`config.mk`:
```
export PLATFORM = sky130hd
export DESIGN_NAME = ccm_dualbank
export DESIGN_NICKNAME = d
export VERILOG_FILES = /design/src/rtl/ccm_pkg.sv /design/src/rtl/ccm_ctrl.sv /design/src/rtl/ccm_datapath.sv /design/src/rtl/ccm_dualbank.sv
export SDC_FILE = /design/constraint.sdc
export NUM_CORES = 2
export LEC_CHECK = 0
export CAP_MARGIN = 20
export CORE_ASPECT_RATIO = 1.2
export CORE_MARGIN = 2
export CORE_UTILIZATION = 50
export DETAILED_ROUTE_END_ITERATION = 10
export PLACE_DENSITY = 0.68
export SYNTH_ARGS = -nofsm -noshare
export SYNTH_HDL_FRONTEND = slang
export SYNTH_SLANG_ARGS = --single-unit
```
`constraint.sdc`:
```
create_clock -name clk -period 14.3 [get_ports clk]
set_clock_uncertainty 0.1 [all_clocks]
set_input_delay 1.43 -clock clk [delete_from_list [all_inputs] [get_ports clk]]
set_output_delay 1.43 -clock clk [all_outputs]
set_load 0.01 [all_outputs]
```
`src/rtl/ccm_pkg.sv`:
```
package ccm_pkg;

  typedef enum logic [1:0] {
    MODE_BYPASS = 2'd0,
    MODE_SET_A  = 2'd1,
    MODE_SET_B  = 2'd2,
    MODE_RSVD   = 2'd3
  } mode_e;

  // strobes from control to datapath, valid in the pixel's sampling cycle
  typedef struct packed {
    logic passThru;
    logic bankB;
  } dpCtrl_t;

  localparam int NUM_ROWS = 3;
  localparam int NUM_COLS = 4;
  localparam int NUM_COEF = NUM_ROWS * NUM_COLS;

endpackage

```
`src/rtl/ccm_ctrl.sv`:
```
module ccm_ctrl
  import ccm_pkg::*;
#(
  parameter int COEF_W = 12,
  parameter int ADDR_W = 5,
  parameter logic [ADDR_W-1:0] MODE_ADDR = {1'b1, {(ADDR_W-1){1'b0}}},
  localparam int DATA_W = 2 * COEF_W,
  localparam int BANK_W = NUM_COEF * COEF_W
) (
  input  logic              clk,
  input  logic              rstN,
  input  logic              cfgWe,
  input  logic [ADDR_W-1:0] cfgAddr,
  input  logic [DATA_W-1:0] cfgWdata,
  input  logic              frameStart,
  output logic [1:0]        curMode,
  output dpCtrl_t           dpCtrl,
  output logic [BANK_W-1:0] coefA,
  output logic [BANK_W-1:0] coefB
);

  localparam int NUM_PAIR = NUM_COEF / 2;

  mode_e reqQ, curQ;
  logic [COEF_W-1:0] bankQ [2][NUM_COEF];

  logic       modeHit;
  logic       coefHit;
  logic       bankIdx;
  logic [2:0] pairIdx;

  assign modeHit = cfgWe && (cfgAddr == MODE_ADDR);
  assign coefHit = cfgWe && (cfgAddr[ADDR_W-1:4] == '0);
  assign bankIdx = cfgAddr[3];
  assign pairIdx = cfgAddr[2:0];

  // pending and applied mode
  always_ff @(posedge clk or negedge rstN) begin
    if (!rstN) begin
      reqQ <= MODE_BYPASS;
      curQ <= MODE_BYPASS;
    end else begin
      if (modeHit)    reqQ <= mode_e'(cfgWdata[1:0]);
      if (frameStart) curQ <= reqQ;
    end
  end

  // coefficient banks, two coefficients per write
  always_ff @(posedge clk or negedge rstN) begin
    if (!rstN) begin
      for (int b = 0; b < 2; b++)
        for (int i = 0; i < NUM_COEF; i++)
          bankQ[b][i] <= '0;
    end else if (coefHit) begin
      for (int b = 0; b < 2; b++)
        for (int p = 0; p < NUM_PAIR; p++)
          if ((int'(bankIdx) == b) && (int'(pairIdx) == p)) begin
            bankQ[b][2*p]   <= cfgWdata[COEF_W-1:0];
            bankQ[b][2*p+1] <= cfgWdata[DATA_W-1:COEF_W];
          end
    end
  end

  always_comb begin
    for (int i = 0; i < NUM_COEF; i++) begin
      coefA[i*COEF_W +: COEF_W] = bankQ[0][i];
      coefB[i*COEF_W +: COEF_W] = bankQ[1][i];
    end
  end

  assign dpCtrl.passThru = (curQ == MODE_BYPASS) || (curQ == MODE_RSVD);
  assign dpCtrl.bankB    = (curQ == MODE_SET_B);
  assign curMode         = curQ;

endmodule

```
`src/rtl/ccm_datapath.sv`:
```
module ccm_datapath
  import ccm_pkg::*;
#(
  parameter int PIX_W  = 10,
  parameter int COEF_W = 12,
  parameter int FRAC_W = 10,
  localparam int BANK_W = NUM_COEF * COEF_W,
  localparam int BUS_W  = NUM_ROWS * PIX_W
) (
  input  logic              clk,
  input  logic              rstN,
  input  dpCtrl_t           dpCtrl,
  input  logic [BANK_W-1:0] coefA,
  input  logic [BANK_W-1:0] coefB,
  input  logic              inValid,
  input  logic [BUS_W-1:0]  inPix,
  output logic              outValid,
  output logic [BUS_W-1:0]  outPix
);

  localparam int PROD_W = COEF_W + PIX_W + 1;
  localparam int SHL_W  = COEF_W + FRAC_W;
  localparam int ACC_W  = ((PROD_W > SHL_W) ? PROD_W : SHL_W) + 3;
  localparam logic [PIX_W-1:0] PIX_MAX = '1;
  localparam logic [ACC_W-1:0] ROUND_K = ACC_W'(1) << (FRAC_W - 1);

  function automatic logic [PROD_W-1:0] mulSU(input logic [COEF_W-1:0] c,
                                              input logic [PIX_W-1:0]  p);
    logic [PROD_W-1:0] cx, px;
    cx = {{(PROD_W-COEF_W){c[COEF_W-1]}}, c};
    px = {{(PROD_W-PIX_W){1'b0}}, p};
    return cx * px;
  endfunction

  function automatic logic [ACC_W-1:0] sxProd(input logic [PROD_W-1:0] x);
    return {{(ACC_W-PROD_W){x[PROD_W-1]}}, x};
  endfunction

  logic [BANK_W-1:0] coefSel;
  assign coefSel = dpCtrl.bankB ? coefB : coefA;

  logic             v1, v2, v3;
  logic             byp1, byp2;
  logic [BUS_W-1:0] pix1, pix2;

  always_ff @(posedge clk or negedge rstN) begin
    if (!rstN) begin
      v1 <= 1'b0; v2 <= 1'b0; v3 <= 1'b0;
      byp1 <= 1'b0; byp2 <= 1'b0;
      pix1 <= '0; pix2 <= '0;
    end else begin
      v1   <= inValid;
      v2   <= v1;
      v3   <= v2;
      byp1 <= dpCtrl.passThru;
      byp2 <= byp1;
      pix1 <= inPix;
      pix2 <= pix1;
    end
  end

  assign outValid = v3;

  for (genvar r = 0; r < NUM_ROWS; r++) begin : g_row
    logic [PROD_W-1:0] prodD [NUM_ROWS];
    logic [PROD_W-1:0] prodQ [NUM_ROWS];
    logic [COEF_W-1:0] offQ;
    logic [ACC_W-1:0]  accD, accQ, shD;
    logic [PIX_W-1:0]  clampD, resQ;

    // stage 1: three products and the offset
    always_comb begin
      for (int c = 0; c < NUM_ROWS; c++)
        prodD[c] = mulSU(coefSel[(r*NUM_COLS+c)*COEF_W +: COEF_W],
                         inPix[c*PIX_W +: PIX_W]);
    end

    always_ff @(posedge clk or negedge rstN) begin
      if (!rstN) begin
        for (int c = 0; c < NUM_ROWS; c++) prodQ[c] <= '0;
        offQ <= '0;
      end else begin
        for (int c = 0; c < NUM_ROWS; c++) prodQ[c] <= prodD[c];
        offQ <= coefSel[(r*NUM_COLS+NUM_COLS-1)*COEF_W +: COEF_W];
      end
    end

    // stage 2: sum with scaled offset and rounding constant
    always_comb begin
      accD = sxProd(prodQ[0]) + sxProd(prodQ[1]) + sxProd(prodQ[2])
           + {{(ACC_W-SHL_W){offQ[COEF_W-1]}}, offQ, {FRAC_W{1'b0}}}
           + ROUND_K;
    end

    always_ff @(posedge clk or negedge rstN) begin
      if (!rstN) accQ <= '0;
      else       accQ <= accD;
    end

    // stage 3: drop fraction, clamp, choose bypass
    assign shD = $signed(accQ) >>> FRAC_W;

    always_comb begin
      if (shD[ACC_W-1])                clampD = '0;
      else if (|shD[ACC_W-2:PIX_W])    clampD = PIX_MAX;
      else                             clampD = shD[PIX_W-1:0];
    end

    always_ff @(posedge clk or negedge rstN) begin
      if (!rstN) resQ <= '0;
      else       resQ <= byp2 ? pix2[r*PIX_W +: PIX_W] : clampD;
    end

    assign outPix[r*PIX_W +: PIX_W] = resQ;
  end

endmodule

```
`src/rtl/ccm_dualbank.sv`:
```
module ccm_dualbank
  import ccm_pkg::*;
#(
  parameter int PIX_W  = 10,
  parameter int COEF_W = 12,
  parameter int FRAC_W = 10,
  parameter int ADDR_W = 5,
  localparam int DATA_W = 2 * COEF_W,
  localparam int BUS_W  = NUM_ROWS * PIX_W,
  localparam int BANK_W = NUM_COEF * COEF_W
) (
  input  logic              clk,
  input  logic              rstN,
  input  logic              cfgWe,
  input  logic [ADDR_W-1:0] cfgAddr,
  input  logic [DATA_W-1:0] cfgWdata,
  input  logic              frameStart,
  output logic [1:0]        curMode,
  input  logic              inValid,
  input  logic [BUS_W-1:0]  inPix,
  output logic              outValid,
  output logic [BUS_W-1:0]  outPix
);

  dpCtrl_t           dpCtrl;
  logic [BANK_W-1:0] coefA, coefB;

  ccm_ctrl #(
    .COEF_W(COEF_W),
    .ADDR_W(ADDR_W)
  ) ctrl_i (
    .clk       (clk),
    .rstN      (rstN),
    .cfgWe     (cfgWe),
    .cfgAddr   (cfgAddr),
    .cfgWdata  (cfgWdata),
    .frameStart(frameStart),
    .curMode   (curMode),
    .dpCtrl    (dpCtrl),
    .coefA     (coefA),
    .coefB     (coefB)
  );

  ccm_datapath #(
    .PIX_W (PIX_W),
    .COEF_W(COEF_W),
    .FRAC_W(FRAC_W)
  ) dp_i (
    .clk     (clk),
    .rstN    (rstN),
    .dpCtrl  (dpCtrl),
    .coefA   (coefA),
    .coefB   (coefB),
    .inValid (inValid),
    .inPix   (inPix),
    .outValid(outValid),
    .outPix  (outPix)
  );

endmodule

```
==> qor.csv <==
stage;metric;value;unit
worst_setup_path;critPathArrivalTime;8.91;ns
worst_setup_path;critPathLaunchType;register;
die;rows;153;
sta;slew_viol_final;0;
cts;clock_latency;0.69;ns
sta;min_period;8.41;ns
global_routing;antenna_found_initial;12;
die;die_x;353;µm
cts;cts.sinks;678;
drt;drc;0;
min_path;worstHoldPathType;register to register;
synth;synthArstFlopShare;1.00;
synth;synthFlopType;dfrtp_1;
drt;met1_length;69.5;mm
global_routing;grt_pass1_wl;282;mm
die;pin_count;97;
worst_setup_path;critical_path_class;register to register;
cts;post-cts-setup-buffers;0;
synth;synth_common_cells;inv_1, fa_1, dfrtp_1, ha_1, nand2_1;
global_routing;grt_max_degree;181;
synth;synth.cell_area;72900;µm²
global_routing;grt-ovfl-total;0;
cts;htreeDepth;3;
worst_setup_path;endpoint_kind;register;
synth;avgSynthCellArea;10.1;µm²
sta;setup_viol_count_final;0;
drt;routed-wl-met3;6.53;mm
global_routing;grtUsageTotal;0.241;
drt;vias;48400;
synth;synth_top_area_frac;0.291;
drt;highest_layer;met5;
worst_setup_path;required;14.80;ns
cts;postCtsHoldBufs;0;
drt;first_pass_iters;5;
die;dieArea;149000;µm²
cts;cts_made_buffers;75;
layout;areaGrowthSynthToFinish;8.01;%
cts;clkTransAtPathRegs;0.07;ns
die;die_y;422;µm
drt;antenna_left;0;
drt;dr_wl_met2;87.8;mm
place;gp_congestion;0.912;
synth;synth_warnings;0;
synth;synth_area_leader_cell;fa_1;
synth;synth_most_common_cell;inv_1;
layout;nNetsFinal;9069;
sta;tightest_slew;1.19;ns
drt;wl;172;mm
sta;relSlewSlack;0.209;
synth;synth_edf_count;0;
cts;cts_tree;yes;
sta;post-route-period-util;0.588;
drt;viasPerCell;5.20;
drt;drt-initial-drc-count;2493;
synth;ys_types;67;
flow_run;maxCapViolCount;0;
worst_setup_path;worstPathMaxFanout;62;
layout;multi_input_area;48800;µm²
cts;cts_resized;0;
die;core-area;145000;µm²
die;initial_core_util;0.503;
drt;wl_per_cell;18.5;µm
synth;synth_nets;9022;
layout;seq_area;17000;µm²
sta;max_freq;0.119;GHz
place;io_buffers;96;
sta;final-hold-violation-count;0;
cts;cts_buffer_depth;3;
sta;finalSetupTns;0;ns
synth;ys_seq_elements;678;
status;outcome;finished, final reports clean;
place;dp_hpwl;133;mm
synth;netlist_instances;7253;
layout;drive_above_1_share;0.0887;
sta;rsz0062_at_grt;no;
layout;fillers;12600;
cts;root_buffer;clkbuf_16;
synth;seq_area_frac_synth;0.233;
global_routing;grt_pass1_vias;52900;
synth;yosys-top-cells-area;fa_1, dfrtp_1, ha_1;
worst_setup_path;r2r_setup_slack;5.89;ns
## cell families after synthesis
group | after synthesis | synth area share
buffers and inverters | 1922 | 0.0989
adder cells (fa/ha/maj) | 1705 | 0.402
AND/OR/NAND/NOR | 1638 | 0.112
flip-flops | 678 | 0.233
AO/OA/AOI/OAI | 571 | 0.0512
multiplexers | 438 | 0.0674
XOR/XNOR | 301 | 0.0361
## metal layers
layer,global-route usage,vias to the layer above
met4,0.109,4
met1,0.297,25000
li1,-,22200
met5,0,-
met2,0.431,882
met3,0.0205,284
## worst paths after layout
check                                  start                 endpoint  cells past startpoint
max                        ctrl_i.curMode[0]  dp_i.g_row[1].prodQ[21]                     23
min                            dp_i.pix1[28]            dp_i.pix2[28]                      0
max reg2reg                ctrl_i.curMode[0]  dp_i.g_row[1].prodQ[21]                     23
min reg2reg                    dp_i.pix1[28]            dp_i.pix2[28]                      0
max in group asynchronous               rstN            dp_i.pix2[13]                      3
min in group asynchronous               rstN    dp_i.g_row[2].resQ[0]                      1
## placed cells by master, fill, tap and decap left out, types with 13 or more instances in the layout
master and instances:
ha_1 642, o211ai_1 14, nand2b_1 55, o21bai_1 19, clkdlybuf4s50_1 92, nand2_1 627
o31ai_1 37, and3_1 24, buf_4 56, a21o_1 68, a21oi_1 172, xnor2_1 218
o21ai_0 98, clkbuf_16 79, or2_2 13, dfrtp_1 677, and2_1 492, nor2b_1 114
inv_1 1736, o21a_1 43, nor3_1 34, mux2_2 426, xor2_1 83, fa_1 1062
a31oi_1 23, nor2_1 181, a211oi_1 15, nand3_1 42
## flip-flops by register name, summed over array words and instances, names as in the netlist, 2 cells and up
register,cells
dp_i.g_row.accQ,48
dp_i.g_row.offQ,36
ctrl_i.reqQ,2
dp_i.pix1,30
ctrl_i.coefB,144
dp_i.g_row.prodQ,207
ctrl_i.curMode,2
ctrl_i.coefA,144
dp_i.g_row.resQ,30
dp_i.pix2,30
## cell type report
cell class | count | share of cell area
clock inverter | 33 | 0.00557
inverter | 1736 | 0.0827
timing repair buffer | 156 | 0.0185
tap | 1937 | 0.0308
antenna | 3 | 0.0000953
sequential | 678 | 0.215
multi-input combinational | 4653 | 0.619
clock buffer | 103 | 0.0278
## metrics by stage
stage	setup slack [ns]	util	area (µm²)	hold WS [ns]	std cells
6_report	5.89	0.544	78800	0.246	9299
5_1_grt	5.46	0.544	78800	0.253	9296
4_1_cts	5.90	0.543	78800	0.247	9295
3_5_place_dp	5.90	0.525	76100	0.235	9159
3_3_place_gp	6.02	0.525	76100	0.232	9159
2_1_floorplan	7.50	-	72900	0.231	7253
## critical path, cell delays in order (launching register included)
cell       delay (ns)
dfrtp_1          0.38
inv_1            0.12
ha_4             0.48
buf_4            0.81
buf_4            0.93
mux2_2           0.51
and2_1           0.20
fa_1             0.49
inv_1            0.05
fa_1             0.53
inv_1            0.06
fa_1             0.47
fa_1             0.52
inv_1            0.06
fa_1             0.47
inv_1            0.04
ha_1             0.21
o41ai_1          0.65
o21a_1           0.24
a21oi_1          0.12
o2111ai_1        0.20
nand3_1          0.12
o41ai_1          0.34
xnor2_1          0.17
Power is left out: the tool's default activity adds up to more than one toggle a clock period on the data nets, which glitch-free logic cannot reach.
